--- src/rtl/asram_pkg.sv ---
package asram_pkg;

  typedef enum logic [1:0] {
    ST_IDLE,
    ST_READ,
    ST_WPULSE,
    ST_WHOLD
  } seq_state_e;

  // minimum times of one speed grade, in ns
  typedef struct packed {
    int unsigned wr_cycle;
    int unsigned we_pulse;
    int unsigned addr_to_end;
    int unsigned data_to_end;
    int unsigned addr_access;
    int unsigned rd_cycle;
    int unsigned oe_access;
    int unsigned bus_release;
  } grade_ns_t;

  function automatic grade_ns_t grade_times(input int unsigned grade);
    grade_ns_t t;
    if (grade >= 70) begin
      t.wr_cycle    = 70;
      t.we_pulse    = 60;
      t.addr_to_end = 60;
      t.data_to_end = 30;
      t.addr_access = 70;
      t.rd_cycle    = 70;
      t.oe_access   = 35;
      t.bus_release = 25;
    end else begin
      t.wr_cycle    = 55;
      t.we_pulse    = 45;
      t.addr_to_end = 45;
      t.data_to_end = 25;
      t.addr_access = 55;
      t.rd_cycle    = 55;
      t.oe_access   = 25;
      t.bus_release = 20;
    end
    return t;
  endfunction

  function automatic int unsigned ns_to_cyc(input int unsigned ns, input int unsigned clk_ns);
    return (ns + clk_ns - 1) / clk_ns;
  endfunction

  function automatic int unsigned max2(input int unsigned a, input int unsigned b);
    return (a > b) ? a : b;
  endfunction

endpackage

--- src/rtl/asram_seq.sv ---
module asram_seq #(
  parameter int N_RD   = 11,
  parameter int N_PWE  = 9,
  parameter int N_HOLD = 2,
  parameter int N_TURN = 4
) (
  input  logic clk,
  input  logic rst,
  input  logic req,
  input  logic req_we,
  input  logic req_mask_any,
  output logic accept,
  output logic capture,
  output logic sel_nxt,
  output logic ce_n,
  output logic ce2,
  output logic we_n,
  output logic oe_n,
  output logic dq_oe,
  output logic ack
);
  import asram_pkg::*;

  localparam int N_MAX  = (N_RD > N_PWE) ? ((N_RD > N_HOLD) ? N_RD : N_HOLD)
                                         : ((N_PWE > N_HOLD) ? N_PWE : N_HOLD);
  localparam int CNT_W  = $clog2(N_MAX + 1);
  localparam int TURN_W = $clog2(N_TURN + 2);

  seq_state_e        state_q, state_d;
  logic [CNT_W-1:0]  cnt_q, cnt_d;
  logic [TURN_W-1:0] turn_q;
  logic              fin, skip, cnt_zero;
  logic              ce_n_q, ce2_q, we_n_q, oe_n_q, dq_oe_q, ack_q;

  assign cnt_zero = (cnt_q == '0);

  always_comb begin
    state_d = state_q;
    cnt_d   = cnt_q;
    accept  = 1'b0;
    capture = 1'b0;
    fin     = 1'b0;
    skip    = 1'b0;
    case (state_q)
      ST_IDLE: begin
        if (req) begin
          if (!req_mask_any) begin
            skip = 1'b1;
          end else if (!req_we) begin
            accept  = 1'b1;
            state_d = ST_READ;
            cnt_d   = CNT_W'(N_RD - 1);
          end else if (turn_q == '0) begin
            accept  = 1'b1;
            state_d = ST_WPULSE;
            cnt_d   = CNT_W'(N_PWE - 1);
          end
        end
      end
      ST_READ: begin
        if (cnt_zero) begin
          state_d = ST_IDLE;
          capture = 1'b1;
          fin     = 1'b1;
        end else begin
          cnt_d = cnt_q - 1'b1;
        end
      end
      ST_WPULSE: begin
        if (cnt_zero) begin
          state_d = ST_WHOLD;
          cnt_d   = CNT_W'(N_HOLD - 1);
        end else begin
          cnt_d = cnt_q - 1'b1;
        end
      end
      ST_WHOLD: begin
        if (cnt_zero) begin
          state_d = ST_IDLE;
          fin     = 1'b1;
        end else begin
          cnt_d = cnt_q - 1'b1;
        end
      end
      default: state_d = ST_IDLE;
    endcase
    sel_nxt = (state_d != ST_IDLE);
  end

  always_ff @(posedge clk) begin
    if (rst) begin
      state_q <= ST_IDLE;
      cnt_q   <= '0;
      turn_q  <= '0;
      ce_n_q  <= 1'b1;
      ce2_q   <= 1'b0;
      we_n_q  <= 1'b1;
      oe_n_q  <= 1'b1;
      dq_oe_q <= 1'b0;
      ack_q   <= 1'b0;
    end else begin
      state_q <= state_d;
      cnt_q   <= cnt_d;
      ack_q   <= fin | skip;
      if (capture)             turn_q <= TURN_W'(N_TURN);
      else if (turn_q != '0)   turn_q <= turn_q - 1'b1;
      ce_n_q  <= !sel_nxt;
      ce2_q   <= sel_nxt;
      oe_n_q  <= (state_d != ST_READ);
      we_n_q  <= (state_d != ST_WPULSE);
      dq_oe_q <= (state_d == ST_WPULSE) || (state_d == ST_WHOLD);
    end
  end

  assign ce_n  = ce_n_q;
  assign ce2   = ce2_q;
  assign we_n  = we_n_q;
  assign oe_n  = oe_n_q;
  assign dq_oe = dq_oe_q;
  assign ack   = ack_q;

  // pin-level watch counters for the checks below
  logic [CNT_W-1:0]  wlow_q;
  logic [TURN_W-1:0] gap_q;
  always_ff @(posedge clk) begin
    if (rst) begin
      wlow_q <= '0;
      gap_q  <= TURN_W'(N_TURN + 1);
    end else begin
      if (!we_n_q) wlow_q <= (wlow_q == CNT_W'(N_MAX)) ? wlow_q : wlow_q + 1'b1;
      else         wlow_q <= '0;
      if (!oe_n_q)                           gap_q <= '0;
      else if (gap_q != TURN_W'(N_TURN + 1)) gap_q <= gap_q + 1'b1;
    end
  end

  AST_PARK_QUIET: assert property (@(posedge clk) disable iff (rst)
    ce_n |-> (we_n && oe_n && !dq_oe));
  AST_WE_QUALIFIED: assert property (@(posedge clk) disable iff (rst)
    !we_n |-> (!ce_n && ce2 && oe_n && dq_oe));
  AST_WE_WIDTH: assert property (@(posedge clk) disable iff (rst)
    $rose(we_n) |-> (wlow_q == CNT_W'(N_PWE)));
  AST_NO_CONTENTION: assert property (@(posedge clk) disable iff (rst)
    dq_oe |-> oe_n);
  AST_TURN_GAP: assert property (@(posedge clk) disable iff (rst)
    $rose(dq_oe) |-> (gap_q >= TURN_W'(N_TURN + 1)));
  AST_ACK_SINGLE: assert property (@(posedge clk) disable iff (rst)
    ack |=> !ack);

endmodule

--- src/rtl/asram_lanes.sv ---
module asram_lanes #(
  parameter int LANES  = 2,
  parameter int LANE_W = 8
) (
  input  logic                     clk,
  input  logic                     rst,
  input  logic                     accept,
  input  logic                     sel_nxt,
  input  logic                     capture,
  input  logic [LANES-1:0]         req_mask,
  input  logic [LANES*LANE_W-1:0]  req_wdata,
  input  logic [LANES*LANE_W-1:0]  dq_in,
  output logic [LANES-1:0]         lane_n,
  output logic [LANES*LANE_W-1:0]  dq_out,
  output logic [LANES*LANE_W-1:0]  rdata
);

  for (genvar i = 0; i < LANES; i++) begin : g_lane
    logic              mask_q;
    logic              lane_n_q;
    logic [LANE_W-1:0] wd_q;
    logic [LANE_W-1:0] rd_q;

    always_ff @(posedge clk) begin
      if (rst) begin
        mask_q   <= 1'b0;
        lane_n_q <= 1'b1;
        wd_q     <= '0;
        rd_q     <= '0;
      end else begin
        if (accept) begin
          mask_q <= req_mask[i];
          wd_q   <= req_wdata[i*LANE_W +: LANE_W];
        end
        lane_n_q <= !(sel_nxt && (accept ? req_mask[i] : mask_q));
        if (capture) rd_q <= mask_q ? dq_in[i*LANE_W +: LANE_W] : '0;
      end
    end

    assign lane_n[i]                  = lane_n_q;
    assign dq_out[i*LANE_W +: LANE_W] = wd_q;
    assign rdata[i*LANE_W +: LANE_W]  = rd_q;

    AST_LANE_ZERO: assert property (@(posedge clk) disable iff (rst)
      ($past(capture) && !mask_q) |-> (rd_q == '0));
  end

endmodule

--- src/rtl/asram_ctrl.sv ---
module asram_ctrl #(
  parameter int ADDR_W   = 19,
  parameter int LANE_W   = 8,
  parameter int LANES    = 2,
  parameter int CLK_NS   = 5,
  parameter int GRADE_NS = 55
) (
  input  logic                     clk,
  input  logic                     rst,
  input  logic                     req,
  input  logic                     req_we,
  input  logic [ADDR_W-1:0]        req_addr,
  input  logic [LANES*LANE_W-1:0]  req_wdata,
  input  logic [LANES-1:0]         req_mask,
  output logic                     ack,
  output logic [LANES*LANE_W-1:0]  rdata,
  output logic                     mem_ce_n,
  output logic                     mem_ce2,
  output logic                     mem_we_n,
  output logic                     mem_oe_n,
  output logic [LANES-1:0]         mem_lane_n,
  output logic [ADDR_W-1:0]        mem_addr,
  output logic [LANES*LANE_W-1:0]  mem_dq_out,
  output logic                     mem_dq_oe,
  input  logic [LANES*LANE_W-1:0]  mem_dq_in
);
  import asram_pkg::*;

  localparam grade_ns_t TG = grade_times(GRADE_NS);
  localparam int N_WC   = int'(ns_to_cyc(TG.wr_cycle, CLK_NS));
  localparam int N_PWE  = int'(max2(max2(ns_to_cyc(TG.we_pulse, CLK_NS),
                                         ns_to_cyc(TG.addr_to_end, CLK_NS)),
                                    ns_to_cyc(TG.data_to_end, CLK_NS)));
  localparam int N_HOLD = (N_WC > N_PWE) ? (N_WC - N_PWE) : 1;
  localparam int N_RD   = int'(max2(max2(ns_to_cyc(TG.addr_access, CLK_NS),
                                         ns_to_cyc(TG.rd_cycle, CLK_NS)),
                                    ns_to_cyc(TG.oe_access, CLK_NS)));
  localparam int N_TURN = int'(ns_to_cyc(TG.bus_release, CLK_NS));

  logic accept, capture, sel_nxt;
  logic [ADDR_W-1:0] addr_q;

  asram_seq #(
    .N_RD   (N_RD),
    .N_PWE  (N_PWE),
    .N_HOLD (N_HOLD),
    .N_TURN (N_TURN)
  ) u_seq (
    .clk          (clk),
    .rst          (rst),
    .req          (req),
    .req_we       (req_we),
    .req_mask_any (|req_mask),
    .accept       (accept),
    .capture      (capture),
    .sel_nxt      (sel_nxt),
    .ce_n         (mem_ce_n),
    .ce2          (mem_ce2),
    .we_n         (mem_we_n),
    .oe_n         (mem_oe_n),
    .dq_oe        (mem_dq_oe),
    .ack          (ack)
  );

  asram_lanes #(
    .LANES  (LANES),
    .LANE_W (LANE_W)
  ) u_lanes (
    .clk       (clk),
    .rst       (rst),
    .accept    (accept),
    .sel_nxt   (sel_nxt),
    .capture   (capture),
    .req_mask  (req_mask),
    .req_wdata (req_wdata),
    .dq_in     (mem_dq_in),
    .lane_n    (mem_lane_n),
    .dq_out    (mem_dq_out),
    .rdata     (rdata)
  );

  always_ff @(posedge clk) begin
    if (rst)         addr_q <= '0;
    else if (accept) addr_q <= req_addr;
  end
  assign mem_addr = addr_q;

  AST_WR_STABLE: assert property (@(posedge clk) disable iff (rst)
    (!mem_we_n && $past(!mem_we_n)) |-> ($stable(mem_addr) && $stable(mem_dq_out)));
  AST_LANES_NEED_CE: assert property (@(posedge clk) disable iff (rst)
    (mem_lane_n != {LANES{1'b1}}) |-> (!mem_ce_n && mem_ce2));

endmodule

--- config.mk ---
export PLATFORM = sky130hd
export DESIGN_NAME = asram_ctrl
export DESIGN_NICKNAME = d
export VERILOG_FILES = /design/src/rtl/asram_pkg.sv /design/src/rtl/asram_seq.sv /design/src/rtl/asram_lanes.sv /design/src/rtl/asram_ctrl.sv
export SDC_FILE = /design/constraint.sdc
export NUM_CORES = 1
export LEC_CHECK = 0
export BUFFER_PORTS_ARGS = -buffer_cell sky130_fd_sc_hd__buf_4
export CAP_MARGIN = 20
export CORE_MARGIN = 4
export CORE_UTILIZATION = 30
export CTS_CLUSTER_SIZE = 25
export DETAILED_ROUTE_END_ITERATION = 8
export PLACE_DENSITY_LB_ADDON = 0.3
export SLEW_MARGIN = 20
export SYNTH_ARGS = -nofsm -noshare
export SYNTH_HDL_FRONTEND = slang
export SYNTH_SLANG_ARGS = --single-unit
--- constraint.sdc ---
create_clock -name clk -period 4 [get_ports clk]
set_input_delay 0.8 -clock clk [delete_from_list [all_inputs] [get_ports clk]]
set_output_delay 0.8 -clock clk [all_outputs]
set_load 0.02 [all_outputs]
==> flow_summary.toml, run 1 <==
[run_status]
status = "finished, final reports clean"

[floorplanning]
die_h_um = 101
coreArea_mm2 = 0.00834
io_pins = 116
start_util_pct = 31.2
die_area_mm2 = 0.0102
fp.dieW_um = 101
rows = 33

[cts]
clock_path_buffers = 2
cts_resized = 0
cts.clk_slew.worst_paths_ps = 70
cts.sinks = 70
post_cts_buffers = 0
numCtsBuffers = 9
htree_levels = 3
hold_buffers = 0
clk-insertion-delay-late_ps = 330
cts_tree = "yes"
cts-root-buf = "clkbuf_8"

[critical_path]
cp_max_fo = 21
end_kind = "register"
crit_path_start_kind = "primary input"
cp_slowest_cell = "a211oi_4"
r2r-start = "u_seq.turn_q[0]"
path_cells = "buf_4 > or3b_4 > a211oi_4 > buf_4 > nand2_1 > a21oi_1"
max_stage_delay_ps = 660
crit_type = "in2reg"
critPathRequiredTime_ps = 4260
r2r_setup_slack_ps = 1790
crit_arrival_ps = 2520
crit_start = "req"
crit_top_cell = "buf_4"

[power]
p_leak_nw = 1.60
p_per_area_mw_per_mm2 = 523
ir_drop_uv = 222

[global_routing]
grt_pass1_wl_um = 10400
antenna_found_initial = 0
grt_pass1_vias = 2258
grt_max_degree = 54
grt_overflow = 0
grt_use_total_pct = 12.9

[cells_and_area]
drive_gt1_share_pct = 34.0
regArea_mm2 = 0.00140
nFillCells = 827
synthToLayoutAreaGrowth_pct = 41.1
antennaDiodeCount = 0
final_nets = 456
fin_cells = 505
multi_input_area_mm2 = 0.00105

[logic_synthesis]
synth-seq-area-share_pct = 53.9
ys_seq_elements = 70
avgSynthCellArea_um2 = 9.02
ys_warn_count = 0
synthTopCellsByArea = "dfxtp_1 54%, nand2_1 11%, a21oi_1 7.9%"
ys_types = 40
yosysTopAreaCell = "dfxtp_1"
synthCells = 288
synth_most_common_cell = "nand2_1"
syn_nets = 349
synth_ff_type = "dfxtp_1"
async_flop_share_pct = 0
syn_area_mm2 = 0.00260
synth_top_area_share_pct = 53.9
synth-edff-count = 0
ys_top_cells_by_count = "77 x nand2_1, 70 x dfxtp_1, 41 x a21oi_1, 16 x a22o_1, 12 x nor2_1"

[sta]
fmax_mhz = 442
final_hold_viol_count = 0
final.period_utilization_pct = 56.6
hold_slack_ps = 457
finalSetupViolCount = 0
tns_ps = 0
finalCriticalPeriod_ps = 2260
rsz0062_at_grt = "no"
worst_pin_slew_ps = 813
slew_headroom_pct = 45.6
clock_skew_ps = 4.80
drv_slew = 0

[routing]
drtPass1Iterations = 4
wirelength_um = 6650
drc = 0
routed_via_density = 4.61
vias = 2327
detail_route.wl_per_cell_um = 13.2
postRouteAntennaNets = 0
drtIter0Drc = 63

[place]
place_hpwl_um = 4640
place_congestion = 0.731
post-place-cells = 489
port_buffers = 115

[worst_hold_path]
hold_path_class = "reg2reg"
hold_start = "mem_addr[3]"

[job]
cap_violations = 0
[sequential cells by signal, summed over array words and instances (netlist names), 2 cells and up]
register,flops
mem_addr,19
u_lanes.g_lane.rd_q,16
u_lanes.g_lane.wd_q,16
u_seq.cnt_q,4
u_seq.turn_q,3
u_lanes.g_lane.lane_n_q,2
u_lanes.g_lane.mask_q,2
u_seq.state_q,2
[layout make-up]
type / count / area share (%)
clock inverter: 4 / 1.30
tap: 105 / 3.58
inverter: 6 / 0.614
sequential: 70 / 38.2
clock buffer: 12 / 3.69
multi-input combinational: 191 / 28.6
timing repair buffer: 117 / 24.0
[kinds of logic (layout without fill, tap and decap cells)]
group | count (synthesis) | after routing | synth area share (%)
DFF | 70 | 70 | 53.9
adders and majority gates | 4 | 4 | 1.93
buffers and inverters | 27 | 139 | 5.78
and+or+nand+nor | 115 | 115 | 19.7
xor gates and xnor gates | 1 | 1 | 0.337
AOI/OAI and AO/OA | 70 | 70 | 17.9
muxes | 1 | 1 | 0.385
[through the flow]
step	instance area, µm²	utilization [%]	total power, mW	setup slack, ps
2_1_floorplan	2600	-	1.22	2000
3_3_place_gp	3480	41.7	1.39	1390
3_5_place_dp	3480	41.7	1.40	1340
4_1_cts	3660	43.9	1.95	1710
5_1_grt	3670	44.0	2.04	1560
6_report	3670	44.0	1.92	1740
[power breakdown]
part | internal (mW) | switching (mW) | total, mW
Sequential | 0.784 | 0.0535 | 0.837
Combinational | 0.231 | 0.310 | 0.542
Clock | 0.287 | 0.250 | 0.537
Total | 1.30 | 0.614 | 1.92
[routing by layer]
layer / vias up / share of wire, % / track usage, %
met1: 1055 / 43 / 15.0
met2: 84 / 46 / 21.1
li1: 1183 / - / -
met4: 0 / 1.1 / 3.37
met3: 5 / 10 / 6.37
met5: - / 0 / 0
[path summary, 6_finish.rpt]
kind | depth (start not counted) | endpoint
max reg2reg | 7 | mem_addr[16]
min reg2reg | 2 | mem_addr[3]
min | 2 | mem_addr[3]
max | 6 | mem_addr[9]
[worst max-delay path: cells and delay by family]
family | cells | cell delay [ps]
AO/OA/AOI/OAI | 2 | 790
buffers and inverters | 2 | 450
AND/OR/NAND/NOR | 2 | 480
[cell usage in the layout, fill, tap and decap left out, types with 2 or more instances in the layout]
cell type / instances
a21o_1: 2
a21oi_1: 41
a22o_1: 16
and2_1: 2
buf_4: 117
clkbuf_1: 3
clkbuf_8: 9
clkinv_2: 2
dfxtp_1: 70
ha_1: 4
inv_1: 6
nand2_1: 77
nand2b_1: 2
nand3_1: 2
nor2_1: 11
nor3_1: 4
nor3b_1: 4
o21ai_0: 2
or3_1: 3
Power figures use the tool's default switching activity.
==> run 2, diff against run 1 <==
--- a/config.mk
+++ b/config.mk
@@ -5,6 +5,7 @@
 export SDC_FILE = /design/constraint.sdc
 export NUM_CORES = 1
 export LEC_CHECK = 0
+export ABC_AREA = 1
 export BUFFER_PORTS_ARGS = -buffer_cell sky130_fd_sc_hd__buf_4
 export CAP_MARGIN = 20
 export CORE_MARGIN = 4
==> constraint.sdc (replaced) <==
create_clock -name clk -period 2.15 [get_ports clk]
set_input_delay 0.43 -clock clk [delete_from_list [all_inputs] [get_ports clk]]
set_output_delay 0.43 -clock clk [all_outputs]
set_load 0.02 [all_outputs]
==> run 2 against run 1 <==
Effect of this change:
- global-route usage rose by 0.68 points
- critical path depth rose by 2
- via count rose by 7.5%
- synthesized cell count rose by 19%
- clock skew rose by 1.3 ps
- final area rose by 3.1%
- routed wire length rose by 2.3%
- largest power group unchanged
- worst hold slack got worse by 130 ps
- clock power rose by 88%
- cell count rose by 13%
- sequential share of layout area fell by 1.2 points
- total power rose by 130%
==> flow_summary.toml, run 2 <==
[run_status]
status = "finished, final reports clean"

[sta]
drv_slew = 0
finalSetupViolCount = 0
final_hold_viol_count = 0
tns_ps = 0
worst_pin_slew_ps = 643
clock_skew_ps = 6.07
slew_headroom_pct = 57.1
fmax_mhz = 594
final.period_utilization_pct = 78.3
finalCriticalPeriod_ps = 1680
rsz0062_at_grt = "no"

[cells_and_area]
nFillCells = 874
final_nets = 520
finalInstanceArea_mm2 = 0.00378
largest_reg_flops = 19
drive_gt1_share_pct = 31.9
final_common_cell = "buf_4"
antennaDiodeCount = 0
mostFrequentLayoutCells = "119 x buf_4, 86 x nor2_1, 70 x dfxtp_1, 47 x nand2_1, 44 x o21ai_0"
synthToLayoutAreaGrowth_pct = 42.2

[floorplanning]
fp.dieW_um = 102
die_area_mm2 = 0.0104
io_pins = 116
die_h_um = 102
start_util_pct = 30.6
coreArea_mm2 = 0.00868
rows = 34

[cts]
cts-root-buf = "clkbuf_8"
clk-insertion-delay-late_ps = 330
numCtsBuffers = 9
cts_tree = "yes"
cts.clk_slew.worst_paths_ps = 80
clock_path_buffers = 2
hold_buffers = 0
cts_resized = 0
cts.sinks = 70
htree_levels = 3
post_cts_buffers = 0

[global_routing]
grt_pass1_wl_um = 11300
grt_pass1_vias = 2520
grt_use_total_pct = 13.6
grt_max_degree = 36
antenna_found_initial = 0
grt_overflow = 0

[power]
p_per_area_mw_per_mm2 = 1160
pwr-share-comb_pct = 37.7
seq_power_share_pct = 39.2
p_clk_share_pct = 23.1
ir_drop_uv = 385
internal_power_mw = 2.76
p_leak_nw = 1.82
p_switching_mw = 1.63
swShare_pct = 37.1

[logic_synthesis]
syn_area_mm2 = 0.00266
synthTopCellsByArea = "dfxtp_1 53%, nor2_1 12%, o21ai_0 8.3%"
synthCells = 344
synth-seq-area-share_pct = 52.7
ys_seq_elements = 70
synth-edff-count = 0
syn_nets = 405
ys_types = 26
async_flop_share_pct = 0
ys_warn_count = 0
ys_top_cells_by_count = "86 x nor2_1, 70 x dfxtp_1, 47 x nand2_1, 44 x o21ai_0, 33 x inv_1"
yosysTopAreaCell = "dfxtp_1"
synth_ff_type = "dfxtp_1"
avgSynthCellArea_um2 = 7.73
synth_top_area_share_pct = 52.7
synth_most_common_cell = "nor2_1"

[critical_path]
crit_path_start_kind = "register"
crit_type = "reg2reg"
r2r_setup_slack_ps = 470
cp_max_fo = 35
crit_arrival_ps = 1950
critPathRequiredTime_ps = 2410
end_kind = "register"

[routing]
postRouteAntennaNets = 0
drtPass1Iterations = 4
drtIter0Drc = 62
vias = 2502
wirelength_um = 6800
detail_route.wl_per_cell_um = 11.9
drc = 0
routed_via_density = 4.37

[place]
place_hpwl_um = 5110
placed_area_mm2 = 0.00359
place_congestion = 0.785
port_buffers = 115

[worst_hold_path]
hold_path_class = "in2reg"

[job]
cap_violations = 0
==> run 2: cell families (layout without fill, tap and decap cells) <==
| group | count (synthesis) | after routing | synth area share (%) |
|---|---|---|---|
| AOI/OAI and AO/OA | 65 | 65 | 12.8 |
| and+or+nand+nor | 152 | 152 | 23.4 |
| DFF | 70 | 70 | 52.7 |
| xor gates and xnor gates | 1 | 1 | 0.329 |
| adders and majority gates | 4 | 4 | 1.88 |
| buffers and inverters | 52 | 172 | 8.80 |
==> run 2: critical path: stages, from the launching register on <==
cell,delay [ps]
dfxtp_1,300
inv_1,100
ha_1,200
nand2_1,140
nand2_1,110
nand3_2,100
inv_2,450
nor2_1,80
nor2_1,120
==> run 2: worst paths after layout <==
kind / start / endpoint / cells past startpoint
worst max-delay path: u_seq.turn_q[0] / u_lanes.g_lane[1].wd_q[4] / 8
worst min-delay path: req_addr[16] / mem_addr[16] / 3
worst min register to register: u_lanes.g_lane[0].rd_q[5] / u_lanes.g_lane[0].rd_q[5] / 2
worst max register to register: u_seq.turn_q[0] / u_lanes.g_lane[1].wd_q[4] / 8
==> run 2: layout make-up <==
type | instances | area [µm²] | share of cell area [%]
sequential | 70 | 1400 | 37.1
multi-input combinational | 222 | 1020 | 27.1
timing repair buffer | 119 | 893 | 23.6
inverter | 37 | 139 | 3.67
tap | 108 | 135 | 3.57
clock buffer | 9 | 124 | 3.28
clock inverter | 7 | 65.1 | 1.72
==> run 2: metrics by stage <==
stage / power, mW / std cells / util [%] / hold slack (ps) / worst slack (ps)
2_1_floorplan: 2.87 / 344 / - / 462 / 765
3_3_place_gp: 3.39 / 556 / 41.4 / 442 / 497
3_5_place_dp: 3.42 / 556 / 41.4 / 456 / 421
4_1_cts: 4.46 / 572 / 43.6 / 304 / 417
5_1_grt: 4.75 / 572 / 43.6 / 313 / 238
6_report: 4.39 / 572 / 43.6 / 330 / 466
==> run 2: power groups by stage <==
stage	logic, mW	clock network, mW	registers (mW)
floorplan	0.899	0	1.97
global placement	1.64	0	1.75
detailed placement	1.67	0	1.75
CTS	1.68	1.06	1.72
global route	1.87	1.11	1.76
finish	1.65	1.01	1.72
==> run 2: per-layer routing <==
layer	global-route usage [%]	share of wire (%)	vias up
li1	-	-	1302
met4	6.36	2.1	0
met1	16.4	45	1103
met2	22.1	43	84
met3	4.16	9.9	13
met5	0	0	-
==> run 3, diff against run 2 <==
--- a/config.mk
+++ b/config.mk
@@ -5,7 +5,7 @@
 export SDC_FILE = /design/constraint.sdc
 export NUM_CORES = 1
 export LEC_CHECK = 0
-export ABC_AREA = 1
+export ABC_AREA = 0
 export BUFFER_PORTS_ARGS = -buffer_cell sky130_fd_sc_hd__buf_4
 export CAP_MARGIN = 20
 export CORE_MARGIN = 4
==> constraint.sdc (replaced) <==
create_clock -name clk -period 1.4 [get_ports clk]
set_input_delay 0.28 -clock clk [delete_from_list [all_inputs] [get_ports clk]]
set_output_delay 0.28 -clock clk [all_outputs]
set_load 0.02 [all_outputs]
==> run 3 against run 2 <==
Effect of this change:
- the run now ends with setup timing left
- die area is 2.1% lower
- via count rose by 2.6%
- critical path depth is 3 lower
- worst setup slack worse by 650 ps
- first-iteration DRC count shrank 15%
- cell count shrank 4.4%
- non-clock buffer count is 39 higher
- sequential power rose by 41%
- clock skew increased by 2.2 ps
==> flow_summary.toml, run 3 (synthesis results as in run 1) <==
[global_routing]
grt_pass1_wl_um = 11300
grt_overflow = 0
antenna_found_initial = 0
grt_use_total_pct = 13.9
grt_pass1_vias = 2516
grt_max_degree = 22

[routing]
routed_via_density = 4.69
wirelength_um = 7890
drtPass1Iterations = 4
postRouteAntennaNets = 0
drc = 0
wl_met3_um = 595
wl_met1_um = 3210
drtIter0Drc = 53
top_layer_used = "met4"
detail_route.wl_per_cell_um = 14.4
vias = 2567
wl_met2_um = 3950

[critical_path]
cp_slowest_cell = "or3b_4"
r2r-start = "u_seq.state_q[1]"
worstReg2RegEnd = "u_seq.cnt_q[2]"
cp_max_fo = 6
crit_arrival_ps = 1790
max_stage_delay_ps = 420
r2r_setup_slack_ps = -180
crit_type = "reg2reg"
reg2regPathDepth = 5
crit_path_start_kind = "register"
critPathRequiredTime_ps = 1610
path_cells = "or3b_4 > a211o_4 > buf_12 > a41oi_2 > o41ai_2"
end_kind = "register"

[place]
post-place-cells = 521
place_hpwl_um = 5270
place_congestion = 0.837
port_buffers = 115

[run_status]
status = "finished with violations"
violations = "setup timing"

[sta]
drv_slew = 0
setup_ws_ps = -181
tns_ps = -5770
finalCriticalPeriod_ps = 1580
clock_skew_ps = 8.29
final.period_utilization_pct = 113
rsz0062_at_grt = "yes"
hold_slack_ps = 145
fmax_mhz = 633
final_hold_viol_count = 0
finalSetupViolCount = 46
worst_pin_slew_ps = 394
slew_headroom_pct = 73.7

[floorplanning]
coreArea_mm2 = 0.00834
io_pins = 116
die_h_um = 101
start_util_pct = 31.2
rows = 33
die_area_mm2 = 0.0102
fp.dieW_um = 101

[power]
p_per_area_mw_per_mm2 = 1500
ir_drop_uv = 794
p_leak_nw = 2.11

[cells_and_area]
fin_util_pct = 57.1
final_common_cell = "buf_4"
nFillCells = 718
mostFrequentLayoutCells = "142 x buf_4, 65 x dfxtp_1, 37 x a21oi_2, 32 x nand2_4, 29 x nand2_1"
antennaDiodeCount = 0
largest_reg_flops = 19
fin_cells = 547
drive_gt1_share_pct = 66.1
final_nets = 498
synthToLayoutAreaGrowth_pct = 83.1

[cts]
hold_buffers = 0
cts.clk_slew.worst_paths_ps = 70
numCtsBuffers = 9
clk-insertion-delay-late_ps = 340
clock_path_buffers = 2
cts_tree = "yes"
cts-root-buf = "clkbuf_8"
htree_levels = 3
cts.sinks = 70

[job]
cap_violations = 0

[worst_hold_path]
min_to = "u_lanes.g_lane[0].rd_q[1]"
hold_depth = 2
hold_path_class = "in2reg"
hold_start = "mem_dq_in[1]"
## run 3: cell count changes in the layout (fill, tap and decap cells not counted), sizes merged, moves of 29 or more
cell / delta
nor2: -78
o21ai: -54
buf: +37
a21oi: +35
inv: -30
nand2: +29
## run 3: report_power, final
| group | switching, mW | leakage, nW | total [mW] | internal, mW |
|---|---|---|---|---|
| clock network | 0.726 | 0.110 | 1.77 | 1.05 |
| registers | 0.176 | 0.573 | 2.42 | 2.25 |
| logic | 1.42 | 1.43 | 2.94 | 1.52 |
## run 3: worst max-delay path by stage
| stage | slack (ps) | cells past startpoint | start | endpoint |
|---|---|---|---|---|
| 2_1_floorplan | -230 | 6 | u_seq.state_q[0] | u_seq.cnt_q[2] |
| 3_3_place_gp | -200 | 7 | u_seq.cnt_q[1] | u_lanes.g_lane[0].rd_q[2] |
| 3_5_place_dp | -220 | 7 | u_seq.cnt_q[1] | u_lanes.g_lane[0].lane_n_q |
| 4_1_cts | -150 | 5 | u_seq.state_q[1] | u_seq.cnt_q[2] |
| 5_1_grt | -220 | 6 | u_seq.state_q[1] | u_lanes.g_lane[0].wd_q[0] |
| 6_report | -180 | 5 | u_seq.state_q[1] | u_seq.cnt_q[2] |
## run 3: layout make-up
cell class	count	area, µm²	share of cell area [%]
Timing Repair Buffer	158	1350	28.4
Sequential cell	70	1410	29.6
Multi-Input combinational cell	192	1630	34.3
Clock buffer	12	145	3.05
Clock inverter	4	70.1	1.47
Tap cell	105	131	2.76
Inverter	6	22.5	0.473
## run 3: what timing repair did
item                                   CTS  global route
buffers inserted                         2             7
pin swaps                               26            81
cloned                                   2             3
setup endpoints to repair               66            66
endpoints found under the hold margin    0             0
resized for setup                       52           109
## run 3: stage by stage
stage / power, mW / area, µm² / setup slack (ps)
floorplan: 3.52 / 2620 / -232
global placement: 4.45 / 3830 / -200
detailed placement: 4.49 / 3830 / -222
CTS: 6.67 / 4300 / -145
global route: 7.51 / 4760 / -222
finish: 7.14 / 4760 / -181
## run 3: metal layers
layer | up-vias | global-route usage (%)
met5 | - | 0
met4 | 0 | 5.93
met3 | 12 | 4.22
met2 | 84 | 23.1
met1 | 1194 | 16.6
li1 | 1277 | -
## run 3: worst max-delay path, delay by kind of cell (launching register included)
kind	cells	cell delay, ps
DFF	1	320
and+or+nand+nor	1	420
buffers and inverters	1	150
AOI/OAI and AO/OA	3	570
